## src/rtl/addr_window_decoder.sv

```systemverilog
module addr_window_decoder #(
  parameter int          NUM_WIN      = 8,
  parameter int          REMAP_FIRST  = 4,
  parameter logic [19:0] REG_BASE_RST = 20'h01400,
  localparam int         IW           = (NUM_WIN > 1) ? $clog2(NUM_WIN) : 1
) (
  input  logic          clk,
  input  logic          rst_n,
  input  logic          cfg_we,
  input  logic [2:0]    cfg_kind,
  input  logic [IW-1:0] cfg_idx,
  input  logic [31:0]   cfg_wdata,
  output logic [31:0]   cfg_rdata,
  input  logic [31:0]   addr,
  output logic          win_hit,
  output logic [IW-1:0] win_idx,
  output logic          reg_hit,
  output logic [63:0]   out_addr
);

  localparam logic [2:0] K_BASE = 3'd0, K_SIZE = 3'd1, K_RLO = 3'd2, K_RHI = 3'd3,
                         K_DIS  = 3'd4, K_EFF  = 3'd5, K_REG = 3'd6;

  logic [15:0]        base_q [NUM_WIN];
  logic [15:0]        size_q [NUM_WIN];
  logic [15:0]        rlo_q  [NUM_WIN];
  logic [31:0]        rhi_q  [NUM_WIN];
  logic [NUM_WIN-1:0] dis_q;
  logic [19:0]        rbase_q;
  logic [NUM_WIN-1:0] hv;

  wire [15:0] wlo       = cfg_wdata[15:0];
  wire        size_ok   = (wlo & (wlo + 16'd1)) == 16'd0;
  wire [15:0] page      = addr[31:16];

  always_ff @(posedge clk or negedge rst_n) begin
    if (!rst_n) begin
      for (int i = 0; i < NUM_WIN; i++) begin
        base_q[i] <= '0;
        size_q[i] <= '0;
        rlo_q[i]  <= '0;
        rhi_q[i]  <= '0;
      end
      dis_q   <= '1;
      rbase_q <= REG_BASE_RST;
    end else if (cfg_we) begin
      for (int i = 0; i < NUM_WIN; i++) begin
        if (cfg_idx == IW'(i)) begin
          if (cfg_kind == K_BASE)           base_q[i] <= wlo;
          if (cfg_kind == K_SIZE && size_ok) size_q[i] <= wlo;
          if (cfg_kind == K_RLO)            rlo_q[i]  <= wlo;
          if (cfg_kind == K_RHI)            rhi_q[i]  <= cfg_wdata;
        end
      end
      if (cfg_kind == K_DIS) dis_q   <= cfg_wdata[NUM_WIN-1:0];
      if (cfg_kind == K_REG) rbase_q <= cfg_wdata[19:0];
    end
  end

  for (genvar g = 0; g < NUM_WIN; g++) begin : g_match
    assign hv[g] = ~dis_q[g] & ((page & ~size_q[g]) == (base_q[g] & ~size_q[g]));
  end

  logic          any;
  logic [IW-1:0] sel;
  always_comb begin
    any = 1'b0;
    sel = '0;
    for (int i = NUM_WIN - 1; i >= 0; i--) begin
      if (hv[i]) begin
        any = 1'b1;
        sel = IW'(i);
      end
    end
  end

  assign reg_hit = page == rbase_q[15:0];
  assign win_hit = any & ~reg_hit;
  assign win_idx = win_hit ? sel : '0;

  wire [15:0] spliced = (base_q[sel] & ~size_q[sel]) | (rlo_q[sel] & size_q[sel]);
  wire        remap   = win_hit && (32'(sel) >= REMAP_FIRST);
  assign out_addr = remap ? {rhi_q[sel], spliced, addr[15:0]} : {32'h0, addr};

  wire in_range = 32'(cfg_idx) < NUM_WIN;
  always_comb begin
    cfg_rdata = '0;
    case (cfg_kind)
      K_BASE: if (in_range) cfg_rdata = {16'h0, base_q[cfg_idx]};
      K_SIZE: if (in_range) cfg_rdata = {16'h0, size_q[cfg_idx]};
      K_RLO:  if (in_range) cfg_rdata = {16'h0, rlo_q[cfg_idx]};
      K_RHI:  if (in_range) cfg_rdata = rhi_q[cfg_idx];
      K_DIS:  cfg_rdata = 32'(dis_q);
      K_EFF:  if (in_range && !dis_q[cfg_idx]) cfg_rdata = {size_q[cfg_idx], 16'hFFFF} + 32'd1;
      K_REG:  cfg_rdata = {12'h0, rbase_q};
      default: cfg_rdata = '0;
    endcase
  end

  AST_HIT_EXCLUSIVE: assert property (@(posedge clk) disable iff (!rst_n)
    !(win_hit && reg_hit));
  AST_MISS_PASS: assert property (@(posedge clk) disable iff (!rst_n)
    !win_hit |-> (win_idx == '0 && out_addr == {32'h0, addr}));
  AST_NO_DISABLED_WIN: assert property (@(posedge clk) disable iff (!rst_n)
    win_hit |-> !dis_q[win_idx]);
  AST_MASK_NEXT: assert property (@(posedge clk) disable iff (!rst_n)
    (cfg_we && cfg_kind == K_DIS) |=> dis_q == $past(cfg_wdata[NUM_WIN-1:0]));
  for (genvar g = 0; g < NUM_WIN; g++) begin : g_chk
    AST_SIZE_LEGAL: assert property (@(posedge clk) disable iff (!rst_n)
      (size_q[g] & (size_q[g] + 16'd1)) == 16'd0);
  end

endmodule

```

## config.mk

```make
export PLATFORM = sky130hd
export DESIGN_NAME = addr_window_decoder
export DESIGN_NICKNAME = d
export VERILOG_FILES = /design/src/rtl/addr_window_decoder.sv
export SDC_FILE = /design/constraint.sdc
export NUM_CORES = 1
export LEC_CHECK = 0
export BUFFER_PORTS_ARGS = -buffer_cell sky130_fd_sc_hd__buf_2
export CAP_MARGIN = 20
export CORE_ASPECT_RATIO = 0.75
export CORE_UTILIZATION = 50
export DETAILED_ROUTE_END_ITERATION = 6
export MAX_ROUTING_LAYER = met4
export PLACE_DENSITY_LB_ADDON = 0.25
export REMOVE_ABC_BUFFERS = 1
export SLEW_MARGIN = 30
export SYNTH_ARGS = -nofsm -noshare
export SYNTH_HDL_FRONTEND = slang
export SYNTH_SLANG_ARGS = --single-unit
```

## constraint.sdc

```tcl
create_clock -name clk -period 4.7 [get_ports clk]
set_input_delay 0.235 -clock clk [delete_from_list [all_inputs] [get_ports clk]]
set_output_delay 0.235 -clock clk [all_outputs]
set_load 0.005 [all_outputs]
```

==> impl_metrics.json <==
{
  "avgSynthCellArea_um2": 12.6,
  "finalWorstPathRequiredPeriod_ps": 4590,
  "antenna_found_initial": 3,
  "r2r-start": "size_q[26]",
  "worst-slew-pin-transition_ps": 1010,
  "count_of_final_setup_violators": 0,
  "startpoint": "base_q[71]",
  "synth_cell_type_count": 67,
  "cts_inserted_buffers": 70,
  "totalNegativeSetupSlack_ps": 0,
  "routed-via-count": 26500,
  "global_route.usage.total_pct": 34.8,
  "port_buffers": 141,
  "detail-route-antenna-nets": 0,
  "fin_util_pct": 56.8,
  "grt_pass1_vias": 26100,
  "setup.worst_path.end_class": "output pin",
  "detail_route.wl_per_cell_um": 31.4,
  "worst-endpoint-required_ps": 4470,
  "dr_drc_count": 0,
  "grt_pass1_wl_mm": 181,
  "hold_violations": 0,
  "synth.yosys.warnings": 0,
  "syn_to_final_growth_pct": 11.5,
  "cts_root_buf": "sky130_fd_sc_hd__clkbuf_16",
  "route.final.wire_length_mm": 123,
  "min-delay-path-class": "in -> reg",
  "async_reset_ff_share_pct": 100,
  "worstSetupPathType": "reg -> out",
  "row_count": 84,
  "grt-ovfl-total": 0,
  "crit_path_end": "out_addr[42]",
  "core_area_um2": 70600,
  "post_route_cells_drive_above_1_share_pct": 39.4,
  "gpl.final_weighted_congestion": 1.02,
  "io_pins": 174,
  "slew_violations": 0,
  "final.fill_count": 5757,
  "worstPathMaxFanout": 32,
  "pleak_nw": 18.1,
  "die_x_um": 312,
  "setup.worst_path.start_class": "flip-flop",
  "number_of_enable_type_register_cells_in_the_synthesized_netlist": 0,
  "worst_r2r_path_depth": 1,
  "maxCapViolations": 0,
  "clkTransAtPathRegs_ps": 70,
  "die_h_um": 234,
  "run_status": "completed",
  "htreeDepth": 3,
  "clock_sinks": 668,
  "clk-insertion-delay-late_ps": 620,
  "clock.fmax_ghz": 0.218,
  "synth_top_flop_cell": "sky130_fd_sc_hd__dfrtp_1",
  "worst-r2r-setup-slack_ps": 3820,
  "fin_skew_ps": 0,
  "start_util_pct": 51.0,
  "synthesis.instances": 2854,
  "mappedNetlistArea_um2": 36000,
  "vias_per_cell": 6.78,
  "cts_max_path_buffers": 3,
  "dp_hpwl_mm": 81.2,
  "worst_ir_drop_vdd_uv": 236,
  "maxSlewHeadroom_pct": 32.4,
  "reg2reg_to": "size_q[26]",
  "number_of_nets_in_the_final_layout": 2973,
  "dieArea_um2": 73100,
  "cp_data_arrival_time_ps": 4360,
  "clock_tree_from_tritoncts": "built",
  "yosys_register_bits": 668,
  "grt_start_max_net_pins": 165,
  "synth_sequential_area_ratio_pct": 46.5,
  "power.density_nw_per_um2": 383,
  "timing.final.crit_share_pct": 97.7,
  "drtPass1Iterations": 6,
  "drtIter0Drc": 3331,
  "rsz0062_at_grt": "false"
}
==> through the flow <==
stage	std cells	power [mW]	worst slack (ps)	instance area (um^2)	hold slack, ps
CTS	3896	15.4	41.6	40100	118
floorplan	2579	8.25	962	34600	-60.6
detailed placement	3753	9.32	622	37400	300
finish	3902	15.4	107	40100	131
global route	3902	15.8	21.5	40100	150
global placement	3753	9.21	585	37400	291
==> synth_stat cells, types with 42 or more instances <==
master | number | share of area [%]
sky130_fd_sc_hd__dfrtp_1 | 658 | 46
sky130_fd_sc_hd__mux2_2 | 604 | 19
sky130_fd_sc_hd__o21ai_0 | 183 | 2.5
sky130_fd_sc_hd__mux4_2 | 162 | 10
sky130_fd_sc_hd__nand2_1 | 157 | 1.6
sky130_fd_sc_hd__xnor2_1 | 132 | 3.2
sky130_fd_sc_hd__clkbuf_1 | 131 | 1.4
sky130_fd_sc_hd__mux2i_1 | 91 | 2.5
sky130_fd_sc_hd__o22ai_1 | 80 | 1.4
sky130_fd_sc_hd__nor2_1 | 76 | 0.79
sky130_fd_sc_hd__nand3_1 | 68 | 0.95
sky130_fd_sc_hd__buf_2 | 63 | 0.88
sky130_fd_sc_hd__buf_4 | 42 | 0.88
==> layer usage <==
metal	track usage [%]	part of all wire, %	up-vias
li1	-	-	10700
met1	49.2	43	13900
met2	49.0	43	1596
met3	8.06	10	255
met4	11.9	3.4	0
met5	-	0	-
==> cells in the final DEF (no fill, tap or decap), types with 8 or more instances in the layout <==
master,synthesis,routed
sky130_fd_sc_hd__clkbuf_1,131,9
sky130_fd_sc_hd__buf_2,63,137
sky130_fd_sc_hd__nand2_1,157,151
sky130_fd_sc_hd__o311a_1,31,31
sky130_fd_sc_hd__o211ai_1,36,36
sky130_fd_sc_hd__mux2_2,604,604
sky130_fd_sc_hd__o22ai_1,80,80
sky130_fd_sc_hd__o21ai_0,183,183
sky130_fd_sc_hd__nand3_1,68,68
sky130_fd_sc_hd__mux4_2,162,162
sky130_fd_sc_hd__o2111ai_1,16,16
sky130_fd_sc_hd__dlygate4sd3_1,0,17
sky130_fd_sc_hd__clkbuf_16,0,72
sky130_fd_sc_hd__nand2b_1,22,21
sky130_fd_sc_hd__mux2_1,8,8
sky130_fd_sc_hd__mux2i_1,91,91
sky130_fd_sc_hd__a21boi_0,30,30
sky130_fd_sc_hd__inv_1,11,11
sky130_fd_sc_hd__dfrtp_1,658,658
sky130_fd_sc_hd__buf_12,0,12
sky130_fd_sc_hd__xnor2_1,132,132
sky130_fd_sc_hd__bufinv_16,0,10
sky130_fd_sc_hd__a21oi_1,30,30
sky130_fd_sc_hd__xor2_1,23,23
sky130_fd_sc_hd__and3_1,38,37
sky130_fd_sc_hd__dfstp_2,10,10
sky130_fd_sc_hd__nand2_2,4,10
sky130_fd_sc_hd__clkbuf_8,0,16
sky130_fd_sc_hd__clkinv_2,0,11
sky130_fd_sc_hd__nor2_1,76,65
sky130_fd_sc_hd__a221oi_1,12,12
sky130_fd_sc_hd__nor4_1,21,21
sky130_fd_sc_hd__buf_4,42,76
==> logic make-up (layout without fill, tap and decap cells) <==
kind of cell    after synthesis  after routing  synth area share, %
xor+xnor                    156            156                 3.82
flops                       668            668                 46.5
fa+ha+maj                     1              1               0.0348
mux                         865            865                 31.8
buf+inv                     286            385                 3.99
other cells                   0              3                    0
simple gates                429            429                 5.83
compound gates              449            449                 8.03
==> cell type report <==
| class | count | area, um^2 | share of cell area (%) |
|---|---|---|---|
| sequential | 668 | 16700 | 41.7 |
| antenna | 3 | 7.51 | 0.0187 |
| inverter | 11 | 41.3 | 0.103 |
| clock inverter | 29 | 430 | 1.07 |
| timing repair buffer | 248 | 1760 | 4.39 |
| multi-input combinational | 1900 | 17900 | 44.7 |
| tap | 946 | 1180 | 2.95 |
| clock buffer | 97 | 2060 | 5.12 |
==> worst min path at each step <==
stage,start,endpoint,slack (ps),cells past startpoint
floorplan,rst_n,base_q[0],-60,0
global placement,rst_n,rhi_q[244],290,1
detailed placement,rst_n,rhi_q[148],300,1
CTS,cfg_wdata[5],base_q[21],120,3
global route,cfg_wdata[5],base_q[21],150,3
finish,cfg_wdata[5],base_q[21],130,3
==> power breakdown <==
part / internal, mW / switching, mW
sequential: 6.40 / 0.537
combinational: 1.17 / 1.20
clock: 3.62 / 2.44
total: 11.2 / 4.17
==> critical path, cell delays in order, from the launching register on <==
cell	delay, ps
sky130_fd_sc_hd__dfrtp_1	410
sky130_fd_sc_hd__xnor2_1	340
sky130_fd_sc_hd__o22ai_1	170
sky130_fd_sc_hd__nor4_1	410
sky130_fd_sc_hd__and3_1	470
sky130_fd_sc_hd__o21a_2	250
sky130_fd_sc_hd__buf_4	530
sky130_fd_sc_hd__nand3_1	140
sky130_fd_sc_hd__nand3_1	100
sky130_fd_sc_hd__nor4bb_1	660
sky130_fd_sc_hd__buf_2	240
==> state kept, by name, summed over array words and instances, names as in the netlist <==
| register | flops |
|---|---|
| base_q | 128 |
| size_q | 128 |
| rhi_q | 256 |
| rbase_q | 20 |
| dis_q | 8 |
| rlo_q | 128 |
==> what timing repair did <==
| action | 4_1_cts | 5_1_grt |
|---|---|---|
| buffers inserted | 0 | 2 |
| gates resized for setup | 0 | 2 |
| endpoints found under the hold margin | 210 | 0 |
| setup endpoints to repair | 0 | 2 |
| hold buffers | 17 | 0 |
No activity file was read; power rests on OpenSTA's default activity.
